`src/rtl/ccd_seq_pkg.sv`:
```
`timescale 1ns/1ps
package ccd_seq_pkg;
    localparam int BYTE_W = 8;

    typedef enum logic [3:0] {
        S_IDLE,
        S_ARM,
        S_CLAMP,
        S_CSEP,
        S_VSAMP,
        S_QUIET,
        S_SHI,
        S_SLO,
        S_TAIL
    } seq_state_t;
endpackage

```
`src/rtl/ccd_phase_timer.sv`:
```
`timescale 1ns/1ps
module ccd_phase_timer #(
    parameter int TW = 8
) (
    input  logic          clk,
    input  logic          rst_n,
    input  logic          load,
    input  logic [TW-1:0] load_val,
    output logic          done
);
    logic [TW-1:0] cnt;

    always_ff @(posedge clk or negedge rst_n) begin
        if (!rst_n)
            cnt <= '0;
        else if (load)
            cnt <= load_val;
        else if (cnt != '0)
            cnt <= cnt - TW'(1);
    end

    assign done = (cnt == '0);
endmodule

```
`src/rtl/ccd_line_tracker.sv`:
```
`timescale 1ns/1ps
module ccd_line_tracker #(
    parameter int PIXW = 12
) (
    input  logic            clk,
    input  logic            rst_n,
    input  logic            start,
    input  logic            advance,
    input  logic [PIXW-1:0] npix_i,
    input  logic [PIXW-1:0] nblack_i,
    input  logic            cds_i,
    output logic            clamp_now,
    output logic            last_slot,
    output logic            out_valid,
    output logic [PIXW-1:0] out_index,
    output logic            out_eol
);
    localparam int SW = PIXW + 1;

    logic [SW-1:0]   slot;
    logic [PIXW-1:0] npix, nblack;
    logic            cds;

    always_ff @(posedge clk or negedge rst_n) begin
        if (!rst_n) begin
            slot   <= '0;
            npix   <= '0;
            nblack <= '0;
            cds    <= 1'b0;
        end else if (start) begin
            slot   <= '0;
            npix   <= npix_i;
            nblack <= nblack_i;
            cds    <= cds_i;
        end else if (advance) begin
            slot   <= slot + SW'(1);
        end
    end

    assign clamp_now = cds || ((slot < {1'b0, nblack}) && (slot < {1'b0, npix}));
    assign last_slot = (slot == ({1'b0, npix} + SW'(1)));
    assign out_valid = (slot >= SW'(2));
    assign out_index = PIXW'(slot - SW'(2));
    assign out_eol   = last_slot;
endmodule

```
`src/rtl/ccd_serial_rx.sv`:
```
`timescale 1ns/1ps
module ccd_serial_rx #(
    parameter int W = 8
) (
    input  logic         clk,
    input  logic         rst_n,
    input  logic         clear,
    input  logic         sample,
    input  logic         din,
    output logic [W-1:0] word,
    output logic         last_bit
);
    localparam int CW = $clog2(W);

    logic [CW-1:0] bcnt;

    always_ff @(posedge clk or negedge rst_n) begin
        if (!rst_n) begin
            word <= '0;
            bcnt <= '0;
        end else if (clear) begin
            bcnt <= '0;
        end else if (sample) begin
            word <= {word[W-2:0], din};
            bcnt <= last_bit ? '0 : bcnt + CW'(1);
        end
    end

    assign last_bit = (bcnt == CW'(W - 1));
endmodule

```
`src/rtl/ccd_pixel_sequencer.sv`:
```
`timescale 1ns/1ps
module ccd_pixel_sequencer
    import ccd_seq_pkg::*;
#(
    parameter int PIXW        = 12,
    parameter int CLK_NS      = 5,
    parameter int CLAMP_CYC   = 60,
    parameter int VS_CYC      = 100,
    parameter int SEP_CYC     = 10,
    parameter int QUIET_CYC   = 10,
    parameter int SCLK_HI_CYC = 10,
    parameter int SCLK_LO_CYC = 10
) (
    input  logic              clk,
    input  logic              rst_n,
    input  logic              line_start_i,
    input  logic [PIXW-1:0]   pixel_count_i,
    input  logic [PIXW-1:0]   black_count_i,
    input  logic              cds_mode_i,
    input  logic              sdata_i,
    output logic              clamp_o,
    output logic              vidsamp_o,
    output logic              sclk_o,
    output logic              mode_o,
    output logic              busy_o,
    output logic              byte_valid_o,
    output logic [BYTE_W-1:0] byte_data_o,
    output logic [PIXW-1:0]   byte_index_o,
    output logic              byte_eol_o
);
    localparam int M_A  = (CLAMP_CYC > VS_CYC) ? CLAMP_CYC : VS_CYC;
    localparam int M_B  = (SEP_CYC > QUIET_CYC) ? SEP_CYC : QUIET_CYC;
    localparam int M_C  = (SCLK_HI_CYC > SCLK_LO_CYC) ? SCLK_HI_CYC : SCLK_LO_CYC;
    localparam int M_AB = (M_A > M_B) ? M_A : M_B;
    localparam int MAXC = (M_AB > M_C) ? M_AB : M_C;
    localparam int TW   = $clog2(MAXC + 1);

    // Reject timing settings below the digitizer minimums.
    if (CLAMP_CYC * CLK_NS < 300 || VS_CYC * CLK_NS < 500 ||
        SEP_CYC * CLK_NS < 50 || QUIET_CYC * CLK_NS < 50 ||
        SCLK_HI_CYC * CLK_NS < 50 || SCLK_LO_CYC * CLK_NS < 50 ||
        (SCLK_HI_CYC + SCLK_LO_CYC) * CLK_NS < 100) begin : g_bad_timing
        $error("ccd_pixel_sequencer: timing parameter below minimum");
    end

    seq_state_t        state, state_n;
    logic              tdone, tload;
    logic [TW-1:0]     tval;
    logic              clamp_now, last_slot, out_valid, out_eol;
    logic [PIXW-1:0]   out_index;
    logic              last_bit, start, advance, sample, emit;
    logic [BYTE_W-1:0] word;

    function automatic logic [TW-1:0] dur_m1(seq_state_t s);
        case (s)
            S_CLAMP: return TW'(CLAMP_CYC - 1);
            S_CSEP:  return TW'(SEP_CYC - 1);
            S_VSAMP: return TW'(VS_CYC - 1);
            S_QUIET: return TW'(QUIET_CYC - 1);
            S_SHI:   return TW'(SCLK_HI_CYC - 1);
            S_SLO:   return TW'(SCLK_LO_CYC - 1);
            S_TAIL:  return TW'(SEP_CYC - 1);
            default: return '0;
        endcase
    endfunction

    ccd_phase_timer #(.TW(TW)) u_timer (
        .clk(clk), .rst_n(rst_n), .load(tload), .load_val(tval), .done(tdone)
    );

    ccd_line_tracker #(.PIXW(PIXW)) u_track (
        .clk(clk), .rst_n(rst_n), .start(start), .advance(advance),
        .npix_i(pixel_count_i), .nblack_i(black_count_i), .cds_i(cds_mode_i),
        .clamp_now(clamp_now), .last_slot(last_slot), .out_valid(out_valid),
        .out_index(out_index), .out_eol(out_eol)
    );

    ccd_serial_rx #(.W(BYTE_W)) u_rx (
        .clk(clk), .rst_n(rst_n), .clear(start), .sample(sample),
        .din(sdata_i), .word(word), .last_bit(last_bit)
    );

    // Next state
    always_comb begin
        state_n = state;
        unique case (state)
            S_IDLE:  if (line_start_i && pixel_count_i != '0) state_n = S_ARM;
            S_ARM:   if (tdone) state_n = clamp_now ? S_CLAMP : S_VSAMP;
            S_CLAMP: if (tdone) state_n = S_CSEP;
            S_CSEP:  if (tdone) state_n = S_VSAMP;
            S_VSAMP: if (tdone) state_n = S_QUIET;
            S_QUIET: if (tdone) state_n = S_SHI;
            S_SHI:   if (tdone) state_n = S_SLO;
            S_SLO:   if (tdone) state_n = last_bit ? S_TAIL : S_SHI;
            S_TAIL:  if (tdone) state_n = last_slot ? S_IDLE : S_ARM;
            default: state_n = S_IDLE;
        endcase
    end

    assign tload   = (state_n != state);
    assign tval    = dur_m1(state_n);
    assign start   = (state == S_IDLE) && (state_n == S_ARM);
    assign advance = (state == S_TAIL) && tdone && !last_slot;
    assign sample  = tdone && ((state == S_QUIET) || (state == S_SLO));
    assign emit    = (state == S_SLO) && tdone && last_bit;

    // State register
    always_ff @(posedge clk or negedge rst_n) begin
        if (!rst_n) state <= S_IDLE;
        else        state <= state_n;
    end

    // Registered outputs
    always_ff @(posedge clk or negedge rst_n) begin
        if (!rst_n) begin
            clamp_o      <= 1'b0;
            vidsamp_o    <= 1'b0;
            sclk_o       <= 1'b0;
            busy_o       <= 1'b0;
            byte_valid_o <= 1'b0;
            byte_index_o <= '0;
            byte_eol_o   <= 1'b0;
        end else begin
            clamp_o      <= (state_n == S_CLAMP);
            vidsamp_o    <= (state_n == S_VSAMP);
            sclk_o       <= (state_n == S_SHI);
            busy_o       <= (state_n != S_IDLE);
            byte_valid_o <= emit && out_valid;
            byte_eol_o   <= emit && out_valid && out_eol;
            if (emit) byte_index_o <= out_index;
        end
    end

    assign mode_o      = 1'b1;
    assign byte_data_o = word;
endmodule

```
`config.mk`:
```
export PLATFORM = sky130hd
export DESIGN_NAME = ccd_pixel_sequencer
export DESIGN_NICKNAME = d
export VERILOG_FILES = /design/src/rtl/ccd_seq_pkg.sv /design/src/rtl/ccd_phase_timer.sv /design/src/rtl/ccd_line_tracker.sv /design/src/rtl/ccd_serial_rx.sv /design/src/rtl/ccd_pixel_sequencer.sv
export SDC_FILE = /design/constraint.sdc
export NUM_CORES = 1
export LEC_CHECK = 0
export BUFFER_PORTS_ARGS = -buffer_cell sky130_fd_sc_hd__buf_4
export CAP_MARGIN = 30
export CORE_UTILIZATION = 40
export CTS_CLUSTER_SIZE = 40
export DETAILED_ROUTE_END_ITERATION = 8
export GPL_ROUTABILITY_DRIVEN = 0
export HOLD_SLACK_MARGIN = 0.15
export PLACE_DENSITY = 0.68
export SETUP_SLACK_MARGIN = 0.1
export SLEW_MARGIN = 15
export SYNTH_ARGS = -nofsm -noshare
export SYNTH_HDL_FRONTEND = slang
export SYNTH_SLANG_ARGS = --single-unit
```
`constraint.sdc`:
```
create_clock -name clk -period 7.65 [get_ports clk]
set_input_delay 0.3825 -clock clk [delete_from_list [all_inputs] [get_ports clk]]
set_output_delay 0.3825 -clock clk [all_outputs]
set_load 0.05 [all_outputs]
```
-- After elaboration in Yosys (flattened, before gate mapping)
Index checks and enable logic that the tools add are counted.
Widths: inputs -> output; s select.
- add/sub/neg operators: 5
- order comparisons: 3
- equality and inequality tests: 19
- muxes and demuxes: 21
- bitwise gates (word level): 1
- reduce and logical (&&, ||, !) cells: 23
- operators with widths (cell ; number):
    $mux 4 ; 10
    $pmux 4 s9 ; 1
    $eq 4x3->1 const B ; 8
    $lt 13x12->1 ; 2
    $mux 13 ; 2
    $pmux 7 s3 ; 1
    $eq 4x2->1 const B ; 4
    $mux 7 ; 2
    $add 12x1->13 const B ; 1
    $add 13x1->13 const B ; 1
    $eq 13x13->1 ; 1
    $ge 13x2->1 const B ; 1
    $mux 3 ; 4
    $reduce_bool 12->1 ; 1
    $sub 12x2->12 const B ; 1
    $logic_and 1x1->1 ; 10
    $eq 4x1->1 const B ; 2
    $eq 4x4->1 const B ; 2
    $logic_not 7->1 ; 1
    $reduce_bool 7->1 ; 1
    $sub 7x1->7 const B ; 1
    $reduce_bool 2->1 ; 3
    $reduce_or 5->1 ; 1
    $logic_not 4->1 ; 1
    9 further kinds ; 10
- bits in registers: 78
- bits of input ports: 29
- output and inout port bits: 27
- word-level logic and storage cells: 87

-- Logic depth before layout (Yosys ltp)
Gate-level depths: netlist of the first run.
- depth after elaboration: 10
- mapped depth: 11
- gate-level depth less buffers: 11

-- Hierarchy
Synthesis of the first run repeated with hierarchy kept, for this count alone.
- cells, all modules: 483
- area, all modules: 4743.3 µm²
- modules (own cells, without submodules) (module ; instances ; cells an instance ; area each (µm²) ; sequential area each (µm²)):
    ccd_line_tracker ; 1 ; 312 ; 2722.6 ; 950.9
    ccd_pixel_sequencer ; 1 ; 98 ; 1084.8 ; 550.5
    ccd_serial_rx ; 1 ; 30 ; 501.7 ; 275.3
    ccd_phase_timer ; 1 ; 43 ; 434.2 ; 175.2

-- Least setup slack after synthesis of the first run
OpenSTA, ideal clock, no wires.
- path type: register -> register
- start point: register u_timer.cnt[0]
- end point: register busy_o
- arrival time: 2.527 ns
- data required time: 7.511 ns
- setup slack: 4.985 ns
- stages on the path, launching flop included: 10
- cells stage by stage: dfrtp_1 inv_1 ha_1 or3b_1 nor4_2 buf_2 nor2_1 a221oi_1 nand2_2 or4_1
- word-level cells in the longest chain between the ends: 4
- elaborated cells on any way between the ends: 11
- those cells by class: 9 x mux; 2 x reduce/logical
- RTL lines (element ; line ; text):
    start: declaration ; ccd_phase_timer.sv:11 ; logic [TW-1:0] cnt;
    start signal: assignment ; ccd_phase_timer.sv:17 ; cnt <= load_val;
    start signal: assignment ; ccd_phase_timer.sv:19 ; cnt <= cnt - TW'(1);
    $logic_not 7->1 * ; ccd_phase_timer.sv:22 ; assign done = (cnt == '0);
    $mux 4, or another cell as far along ; ccd_pixel_sequencer.sv:95 ; S_TAIL: if (tdone) state_n = last_slot ? S_IDLE : S_ARM;
    $pmux 4 s9 * ; ccd_pixel_sequencer.sv:86 ; unique case (state)
    via state_n[0] ; ccd_pixel_sequencer.sv:46 ; seq_state_t state, state_n;
    $reduce_bool 4->1 * ; ccd_pixel_sequencer.sv:127 ; busy_o <= (state_n != S_IDLE);
    end signal: assignment ; ccd_pixel_sequencer.sv:127 ;
    end: declaration ; ccd_pixel_sequencer.sv:25 ; output logic busy_o,
Mark *: on every way through the listed nets, which the timed path passes. The rest lies on a longest branch.
A chain may end at the register's enable or synchronous reset.

-- Final worst setup path of the first run
- start point: register u_timer.cnt[0]
- end point: register byte_eol_o
- word-level cells in the longest chain between the ends: 5
- RTL lines (element ; line ; text):
    $logic_not 7->1 ; ccd_phase_timer.sv:22 ;
    $logic_and 1x1->1 (2 in series) ; ccd_pixel_sequencer.sv:105 ; assign emit = (state == S_SLO) && tdone && last_bit;
    $logic_and 1x1->1 (2 in series) ; ccd_pixel_sequencer.sv:129 ; byte_eol_o <= emit && out_valid && out_eol;
    end signal: assignment ; ccd_pixel_sequencer.sv:129 ;
    end: declaration ; ccd_pixel_sequencer.sv:29 ; output logic byte_eol_o
Every way passes these cells.

==> results of run 1 <==
[report_power, final]
group	leakage, nW	switching (mW)	internal [mW]	total, mW
clock network	0.149	0.179	0.264	0.443
logic	1.54	0.0123	0.0107	0.0230
registers	0.877	0	0.412	0.412
total	2.56	0.191	0.687	0.878
[cell families after synthesis]
| group | share of synthesized area, % |
|---|---|
| and+or+nand+nor | 21.6 |
| DFF | 42.7 |
| xor gates and xnor gates | 4.98 |
| buffers and inverters | 5.06 |
| adders and majority gates | 8.48 |
| muxes | 2.22 |
| other | 0.0820 |
| AOI/OAI and AO/OA | 14.9 |
[worst max-delay path: stages, from the launching register on]
cell     delay [ps]
dfrtp_1         400
inv_1            70
ha_1            170
or3b_1          420
nor4_2          240
buf_2           280
nand2_1         140
nor2_1          660
nand3_1         390
nor2_1          210
nor4b_1         270
[final cells by class]
type / count / area share, %
Multi-Input combinational cell: 375 / 44.3
Sequential cell: 78 / 36.2
Timing Repair Buffer: 58 / 8.30
Clock buffer: 10 / 4.43
Tap cell: 140 / 3.25
Inverter: 33 / 2.30
Clock inverter: 6 / 1.28
[layout by cell type (no fill, tap or decap), types with 3 or more instances in the layout]
cell	synthesis	final
a21oi_1	24	24
o22ai_1	3	3
clkbuf_16	0	9
dfrtp_1	78	78
or4_1	6	6
o211ai_1	4	4
xor2_1	12	12
xnor2_1	14	14
a21o_1	3	3
nor2_1	37	37
nand2_1	84	84
inv_1	33	33
mux2i_1	9	9
nor4_1	7	7
or3_1	5	5
nand3_1	15	15
nand4_1	5	5
a211o_1	4	4
and3_1	4	4
o21ai_0	36	36
ha_1	31	31
o31ai_1	9	9
nor3_1	9	9
buf_4	2	55
nand2b_1	7	7
nand4b_1	3	3
[per-stage QoR]
stage | util (%) | power (mW)
5_1_grt | 49.1 | 0.904
2_1_floorplan | - | 0.422
6_report | 49.1 | 0.878
3_3_place_gp | 46.0 | 0.442
4_1_cts | 48.8 | 0.886
3_5_place_dp | 46.0 | 0.442
[worst max path at each step]
stage / startpoint / end / slack, ps / cells past startpoint
after detailed placement: u_timer.cnt[0] / byte_eol_o / 3940 / 9
after global routing: u_timer.cnt[0] / byte_index_o[3] / 3890 / 10
after CTS: u_timer.cnt[0] / byte_eol_o / 3900 / 9
final: u_timer.cnt[0] / byte_eol_o / 4270 / 10
after floorplan: u_timer.cnt[0] / busy_o / 4980 / 9
after global placement: u_timer.cnt[0] / u_timer.cnt[0] / 4150 / 10
[flip-flops by register name (all words and copies together) (netlist names)]
name,count
u_timer.cnt,7
byte_valid_o,1
vidsamp_o,1
busy_o,1
u_rx.word,8
u_track.slot,13
byte_index_o,12
u_track.npix,12
u_rx.bcnt,3
state,4
u_track.nblack,12
sclk_o,1
byte_eol_o,1
clamp_o,1
u_track.cds,1
[per-layer routing]
layer  GRT usage (%)  vias to the layer above
met5               0                        -
met1            25.8                     1836
li1                -                     1876
met4            5.89                        0
met2            34.8                       91
met3            4.66                       14
==> metrics, run 1 <==
outcome=complete, no violations; slew at the pin closest to its max-slew limit=between 800 and 900 ps; Hold EP=u_rx.word[0]; top cell type by total area after synthesis=dfrtp_1; Area contributors post-synth=dfrtp_1 (43%), ha_1 (8.5%), nand2_1 (6.9%); core area=between 10000 and 15000 um^2; max-cap viol count=0; number of port buffers=54; arrival time of the worst setup path=approximately 3600 ps; total negative slack=0 ps; DIE AREA=~12000 um^2; clk sinks=between 70 and 80; Area Growth Syn to Fin=18.0%; met3 WL=approximately 550 um; Hold Slack=around 240 ps; n_diodes=0; fmax=~0.3 GHz; post-synth net total=around 570; syn avg cell area=between 8 and 9 um^2; post-layout min period=approximately 3400 ps; Std-Cell Rows=38; DR iter-0 viols=approximately 200; CP endpoint kind=flop; # Post-CTS Setup Buffers=0; register area=between 1500 and 2000 um^2; endpoints failing hold=0; share of cells above drive strength 1=between 10% and 20%; Post-DP Area=approximately 5000 um^2; commonest cells in the netlist=nand2_1 (84), dfrtp_1 (78), nor2_1 (37), o21ai_0 (36), inv_1 (33); mapped cell area=between 4000 and 5000 um^2; wire length on met1=between 4000 and 5000 um; Skew-Pair Late Insertion Delay=340 ps; Max FO, Critical Path=12; gr usage total=~20%; CTS hold repair buffers=0; Pwr Density=between 150 and 200 nW/um^2; async set-reset flop share out of synthesis=100%; Starting Density=a little over two fifths; placed cell count=around 700; WHS Path Cells=3; DR DRC count=0; gr ovfl total=0; pin count of the biggest net entering global routing=between 70 and 80; Finished Cell Area=about 5400 um^2; synth warn=0; Tcrit/Tclk final=roughly 44%; maximum vdd drop=0.140 mV; CTS clock-pin slew for the worst setup and hold paths=60 ps; WP data required=7870 ps; area fraction of the dominant cell type after synthesis=42.7%; hold path startpoint=sdata_i; RSZ-0062 raised after global routing=no; Leak Pwr=~2.6 nW; nets@finish=615; top layer reached by signal wires=met4; Setup Crit Path Kind=reg -> reg; Die Height=between 100 and 150 um; worst r2r src=u_timer.cnt[0]; # H-tree levels=3; FF-to-FF path depth=10; vias per cell=approximately 5.5; Final ANT Viol Nets=0; CTS tree=yes; Most used DFF post-synth=dfrtp_1; pre-CTS setup slack=a little under 4000 ps; Slew HR=between 40% and 50%; number of CTS-inserted buffers=9; sequential area share after synthesis=between 40% and 50%; cell count after synthesis=512; Vias=approximately 3800; Post-synth EDFFs=0; Setup Skew=5.42 ps; first drt pass iteration count=5; Die Wd=approximately 110 um; Layout fillers=1046; detailed-route wire length per cell=roughly 16 um; clk buf depth=2; clock root cell=clkbuf_16; #FFs+latches synth=between 70 and 80; max-slew violations=0; CTS resizes=0; Reg2Reg Setup Slack=4270 ps; non-filler cells, final=700; Hold WC Path Type=in -> reg; first-pass GRT wire length=between 15000 and 20000 um; count leader, synth=nand2_1; final wirelength=around 11000 um; DPL Wire Length=7810 um; footprint of the multi-input gates=2390 um^2; unique cell type count in the Yosys netlist=~60; Worst Setup Start Kind=flop; Setup violations, final=0; initial antenna violation count=0; met2 wire length=5300 um; vias in the first global route=roughly 3800; I/O Pins=56; final worst setup slack=between 4000 and 5000 ps; reg-to-reg endpoint=byte_eol_o
(Power assumes the default switching activity.)
==> run 2, diff against run 1 <==
--- a/config.mk
+++ b/config.mk
@@ -12,7 +12,7 @@
 export DETAILED_ROUTE_END_ITERATION = 8
 export GPL_ROUTABILITY_DRIVEN = 0
 export HOLD_SLACK_MARGIN = 0.15
-export PLACE_DENSITY = 0.68
+export PLACE_DENSITY = 0.71
 export SETUP_SLACK_MARGIN = 0.1
 export SLEW_MARGIN = 15
 export SYNTH_ARGS = -nofsm -noshare
==> constraint.sdc (replaced) <==
create_clock -name clk -period 2.95 [get_ports clk]
set_input_delay 0.1475 -clock clk [delete_from_list [all_inputs] [get_ports clk]]
set_output_delay 0.1475 -clock clk [all_outputs]
set_load 0.05 [all_outputs]
==> run 2 against run 1 <==
  * Clock skew up 1.1 ps
  * Global-route usage up 1.4 points
  * Clock-buffer cell count unchanged
  * Non-clock buffer count up 55
  * Power rose to 2.7 times the previous value
  * Core utilization up 5.4 points
  * Flip-flop and latch count unchanged
  * Wire length up 11%
  * Clock power rose to 2.7 times the previous value
==> metrics, run 2 (synthesis results as in run 1) <==
Vias=4127 (+8.1%); vias in the first global route=4016 (+6.7%); arrival time of the worst setup path=2990 ps (-610 ps); outcome=complete, no violations; clock root cell=clkbuf_16; gr ovfl total=0 (unchanged); total negative slack=0 ps (unchanged); worst setup path startpoint=u_track.npix[1]; fmax=0.358 GHz (+21%); Die Wd=109 um (unchanged); Pwr Density=390 nW/um^2 (+140%); CP cell instances=inv_1 > ha_1 > nor2b_1 > o211ai_1 > a211o_1 > a311o_1 > a31oi_4 > a211o_1 > inv_1 > or4_1; Die Height=109 um (unchanged); CTS tree=yes; post-layout min period=2790 ps (-589 ps); Most flops, register=u_track.slot; CP endpoint kind=flop; vias per cell=5.47 (+0.25%); most common cell after layout, fill and taps aside=buf_4; # H-tree levels=3 (unchanged); Worst Setup EP=busy_o; CP Depth=10 (unchanged); initial antenna violation count=0 (unchanged); n_diodes=0 (unchanged); placed cell count=702 (+3.1%); Hold WC Path Type=in -> async; pre-CTS setup slack=42.1 ps (-3900 ps); DR DRC count=0 (unchanged); number of flip-flops under the largest register name=13 (unchanged); Max FO, Critical Path=5 (-7); Final ANT Viol Nets=0 (unchanged); I/O Pins=56 (unchanged); CP max-delay cell=or4_1; clk sinks=78 (unchanged); Reg2Reg Setup Slack=160 ps (-4110 ps); Setup violations, final=0 (unchanged); reg-to-reg endpoint=busy_o; CP delay by family, top=compound AO/OA/AOI/OAI gates; Area Growth Syn to Fin=30.9%; Setup Skew=6.51 ps (+1.10 ps); max-cap viol count=0 (unchanged); worst r2r src=u_track.npix[1]; max-slew violations=0 (unchanged); Crit path largest cell delay=520 ps (-140 ps); Setup Crit Path Kind=reg -> reg; detailed-route wire length per cell=16.0 um (+2.5%); Slew HR=61.5% (+16 points); final wirelength=12100 um (+11%); maximum vdd drop=0.321 mV (+130%); first-pass GRT wire length=19800 um (+6.5%); DR iter-0 viols=219 (+12%); core area=11000 um^2 (unchanged); nets@finish=670 (+8.9%); endpoints failing hold=0 (unchanged); share of cells above drive strength 1=21.5% (+6.3 points); first drt pass iteration count=5 (unchanged); Std-Cell Rows=38 (unchanged); DPL Wire Length=8210 um (+5.1%); FF-to-FF path depth=10 (unchanged); number of port buffers=54 (unchanged); WP buf/inv=2 (unchanged); slew at the pin closest to its max-slew limit=577 ps (-243 ps); Overall Power=2.34 mW (+170%); Tcrit/Tclk final=94.6% (+50 points); Worst Setup Start Kind=flop; DIE AREA=11900 um^2 (unchanged); Leak Pwr=2.82 nW (+10%); RSZ-0062 raised after global routing=yes; Layout fillers=973 (-7.0%); clk buf depth=2 (unchanged); commonest cells after routing, fill and taps aside=buf_4 (85), nand2_1 (84), dfrtp_1 (72); gr usage total=21.9% (+1.4 points); Starting Density=41.6% (unchanged); Skew-Pair Late Insertion Delay=340 ps (about the same); CTS clock-pin slew for the worst setup and hold paths=60 ps (about the same); non-filler cells, final=755 (+7.9%); final worst setup slack=158 ps (-4110 ps); number of CTS-inserted buffers=9 (unchanged); pin count of the biggest net entering global routing=79 (unchanged); WP data required=3150 ps (-4720 ps)
==> run 2: cell types whose count changed in the layout (fill, tap and decap cells not counted), sizes merged <==
cell         before  now
bufinv            1    2
buf              57   86
dlygate4sd3       1   27
clkinv            2    3
inv              35   33
==> run 2: how the worst min path moves through the flow <==
stage | startpoint | to | slack [ps]
floorplan | rst_n | busy_o | -150
global placement | sdata_i | u_rx.word[0] | 340
detailed placement | sdata_i | u_rx.word[0] | 340
CTS | line_start_i | u_track.cds | 390
global route | rst_n | u_timer.cnt[3] | 310
finish | rst_n | u_timer.cnt[0] | 280
==> run 2: repair_timing <==
| action | 4_1_cts | 5_1_grt |
|---|---|---|
| endpoints found under the hold margin | 104 | 0 |
| setup endpoints to repair | 7 | 15 |
| setup buffers | 1 | 8 |
| gates resized for setup | 5 | 18 |
| hold buffers | 27 | 0 |
| pin swaps | 1 | 5 |
==> run 2: report_power, final <==
part / switching, mW / internal, mW / total (mW) / leakage, nW
combinational: 0.0377 / 0.0512 / 0.0889 / 1.80
clock: 0.439 / 0.739 / 1.18 / 0.152
sequential: 0 / 1.07 / 1.07 / 0.875
total: 0.477 / 1.86 / 2.34 / 2.82
==> run 2: area by class of cell <==
cell class                 count  area, um^2  share of cell area, %
clock inverter                 6        86.3                   1.44
inverter                      33         124                   2.07
sequential                    78        1960                   32.7
clock buffer                  10         229                   3.82
timing repair buffer         113         936                   15.6
multi-input combinational    375        2480                   41.4
tap                          140         175                   2.93
==> run 2: metrics by stage <==
step	hold slack (ps)	area, um^2	util, %
5_1_grt	314	5990	54.5
3_3_place_gp	338	5210	47.4
2_1_floorplan	-148	4570	-
6_report	280	5990	54.5
3_5_place_dp	342	5210	47.4
4_1_cts	395	5830	53.1
==> run 2: per-layer routing <==
layer	part of all wire (%)	up-vias	routed length, um	global-route usage (%)
li1	-	1992	-	-
met1	43	1958	5150	27.9
met2	49	140	5950	36.5
met3	5.2	37	626	3.11
met4	3.1	0	379	10.2
met5	0	-	0	0
==> run 3, diff against run 2 <==
--- a/config.mk
+++ b/config.mk
@@ -5,6 +5,7 @@
 export SDC_FILE = /design/constraint.sdc
 export NUM_CORES = 1
 export LEC_CHECK = 0
+export ABC_AREA = 1
 export BUFFER_PORTS_ARGS = -buffer_cell sky130_fd_sc_hd__buf_4
 export CAP_MARGIN = 30
 export CORE_UTILIZATION = 40
@@ -12,7 +13,7 @@
 export DETAILED_ROUTE_END_ITERATION = 8
 export GPL_ROUTABILITY_DRIVEN = 0
 export HOLD_SLACK_MARGIN = 0.15
-export PLACE_DENSITY = 0.71
+export PLACE_DENSITY = 0.68
 export SETUP_SLACK_MARGIN = 0.1
 export SLEW_MARGIN = 15
 export SYNTH_ARGS = -nofsm -noshare
==> constraint.sdc (replaced) <==
create_clock -name clk -period 3.2 [get_ports clk]
set_input_delay 0.16 -clock clk [delete_from_list [all_inputs] [get_ports clk]]
set_output_delay 0.16 -clock clk [all_outputs]
set_load 0.05 [all_outputs]
==> run 3 against run 2 <==
  * Die area is 6.4% higher
  * Via count up 7.5%
  * First-iteration DRC count increased by 16%
  * Register-to-register slack improved by 420 ps
  * Critical endpoint is now u_timer.cnt[3]
  * Worst hold slack got worse by 15 ps
  * Synthesized area is 6.6% higher
  * Setup slack better by 420 ps
  * Maximum frequency up 6.7%
  * Critical path type unchanged
  * Critical path depth is 7 higher
==> metrics, run 3 <==
Setup Skew=7.88 ps (+1.37 ps); #FFs+latches synth=78 (unchanged); gr ovfl total=0 (unchanged); slew at the pin closest to its max-slew limit=878 ps (+301 ps); total negative slack=0 ps (unchanged); Worst Setup Start Kind=flop; WP data required=3430 ps (+280 ps); maximum vdd drop=0.308 mV (-3.9%); clk buf depth=2 (unchanged); max-slew violations=0 (unchanged); footprint of the multi-input gates=2560 um^2 (+3.2%); Post-synth EDFFs=0 (unchanged); Hold WC Path Type=in -> async; unique cell type count in the Yosys netlist=43 (-27%); Tcrit/Tclk final=81.8% (-13 points); final design utilization=51.7% (-2.8 points); number of flip-flops under the largest register name=13 (unchanged); non-filler cells, final=860 (+14%); count leader, synth=nand2_1; Synth Area in XOR/XNOR=4.85% (-0.13 points); Die Height=112 um (+3.2%); pre-CTS setup slack=622 ps (+580 ps); Most used DFF post-synth=dfrtp_1; DIE AREA=12600 um^2 (+6.4%); core area=11700 um^2 (+6.2%); CTS hold repair buffers=27 (unchanged); Post-Synth Simple-Gate Area=28.1% (+6.5 points); nets@finish=772 (+15%); number of CTS-inserted buffers=9 (unchanged); Std-Cell Rows=39 (+2.6%); commonest cells in the netlist=nand2_1 (155), dfrtp_1 (78), inv_1 (74), nor2_1 (52), nand3_1 (50); # Post-CTS Setup Buffers=0 (-1); Starting Density=41.8% (+0.15 points); final wirelength=12100 um (+0.17%); DR iter-0 viols=253 (+16%); GR Util met3=3.94% (+0.83 points); post-synth net total=689 (+20%); initial antenna violation count=0 (unchanged); gr usage total=21.1% (-0.78 points); CTS clock-pin slew for the worst setup and hold paths=60 ps (about the same); async set-reset flop share out of synthesis=100% (unchanged); mux cell area share after synthesis=2.31% (+0.095 points); first-pass GRT wire length=20900 um (+5.6%); max-cap viol count=0 (unchanged); Final ANT Viol Nets=0 (unchanged); Setup violations, final=0 (unchanged); n_diodes=0 (unchanged); clk sinks=78 (unchanged); endpoints failing hold=0 (unchanged); Synth Area in Compound Gates=9.22% (-5.7 points); CP endpoint kind=flop; Area Growth Syn to Fin=23.7%; Layout fillers=1111 (+14%); share of cells above drive strength 1=15.8% (-5.7 points); CTS resizes=0 (-5); number of port buffers=54 (unchanged); mapped cell area=4870 um^2 (+6.6%); top cell type by total area after synthesis=dfrtp_1; pin count of the biggest net entering global routing=55 (-30%); Leak Pwr=3.06 nW (+8.3%); GR peak layer=met2; area fraction of the dominant cell type after synthesis=40.1% (-2.6 points); # H-tree levels=3 (unchanged); Slew HR=40.9% (-21 points); arrival time of the worst setup path=2840 ps (-150 ps); DR DRC count=0 (unchanged); synth warn=0 (unchanged); dominant combinational cell family by area after synthesis=simple AND/OR/NAND/NOR gates; commonest cells after routing, fill and taps aside=nand2_1 (155), dfrtp_1 (78), inv_1 (74); placed cell count=817 (+16%); grt met1 use=26.2% (-1.7 points); Most flops, register=u_track.slot; outcome=complete, no violations; met2 usage=35.1% (-1.4 points); register area=1950 um^2 (-0.38%); Area contributors post-synth=dfrtp_1 (40%), nand2_1 (12%), ha_1 (8.0%); DPL Wire Length=9060 um (+10%); cell count after synthesis=629 (+23%); syn avg cell area=7.75 um^2 (-13%); post-layout min period=2620 ps (-174 ps); RSZ-0062 raised after global routing=no; I/O Pins=56 (unchanged); first drt pass iteration count=5 (unchanged); final worst setup slack=583 ps (+424 ps); CTS tree=yes; Max FO, Critical Path=8 (+3); detailed-route wire length per cell=14.1 um (-12%); Pwr Density=351 nW/um^2 (-10%); clock root cell=clkbuf_16; Skew-Pair Late Insertion Delay=350 ps (about the same); sequential area share after synthesis=40.1% (-2.6 points); fmax=0.382 GHz (+6.7%); most common cell after layout, fill and taps aside=nand2_1; vias per cell=5.16 (-5.6%); Vias=4436 (+7.5%); Die Wd=112 um (+3.2%); Adder-Cell Fraction of Synth Area=7.96% (-0.52 points); Setup Crit Path Kind=reg -> reg; vias in the first global route=4428 (+10%)
[run 3: cells by family after synthesis]
group / Yosys count
XOR/XNOR: 27
multiplexers: 10
AO/OA/AOI/OAI: 80
AND/OR/NAND/NOR: 309
flip-flops: 78
other: 1
buffers and inverters: 93
adder cells (fa/ha/maj): 31
[run 3: worst paths after layout]
kind	start	endpoint	slack [ps]	cells after the start
setup reg to reg	u_track.slot[2]	u_timer.cnt[3]	580	17
hold reg to reg	byte_index_o[7]	byte_index_o[7]	490	2
max in group asynchronous	rst_n	byte_eol_o	2360	3
setup / recovery	u_track.slot[2]	u_timer.cnt[3]	580	17
hold / removal	rst_n	u_track.nblack[2]	260	2
min in group clk	byte_index_o[7]	byte_index_o[7]	490	2
[run 3: cell type report]
cell class,count,share of cell area [%]
sequential,78,32.4
clock inverter,6,1.02
clock buffer,10,3.97
timing repair buffer,85,12.2
multi-input combinational,458,42.4
tap,143,2.97
inverter,80,4.98
[run 3: where the power goes]
group	switching, mW	internal, mW	total (mW)	leakage [nW]
Clock	0.421	0.622	1.04	0.148
Sequential	0.000476	0.987	0.987	0.911
Combinational	0.0373	0.0480	0.0853	2.00
[run 3: worst max-delay path, stage by stage, from the launching register on]
cell and delay [ps]:
dfrtp_1 550, ha_1 310, nand2_1 60, nand2_1 40
nand2_1 50, nand2_1 50, nor2_1 200, nor2_1 60
nor2_1 80, nand2_1 100, nand2_2 120, nand3_2 110
nand2_2 130, nand2_1 70, a21oi_2 260, nand2_4 130
a21oi_2 130, a21oi_2 40
[run 3: through the flow]
step / hold slack (ps) / cell area (um^2) / total power, mW
2_1_floorplan: -136 / 4870 / 1.01
3_3_place_gp: 368 / 5430 / 1.06
3_5_place_dp: 101 / 5460 / 1.07
4_1_cts: 261 / 6030 / 2.15
5_1_grt: 299 / 6030 / 2.19
6_report: 265 / 6030 / 2.12
[run 3: layer usage]
metal / routed length, um / up-vias
met5: 0 / -
met3: 528 / 19
met4: 260 / 0
met1: 5380 / 2101
li1: - / 2207
met2: 5960 / 109
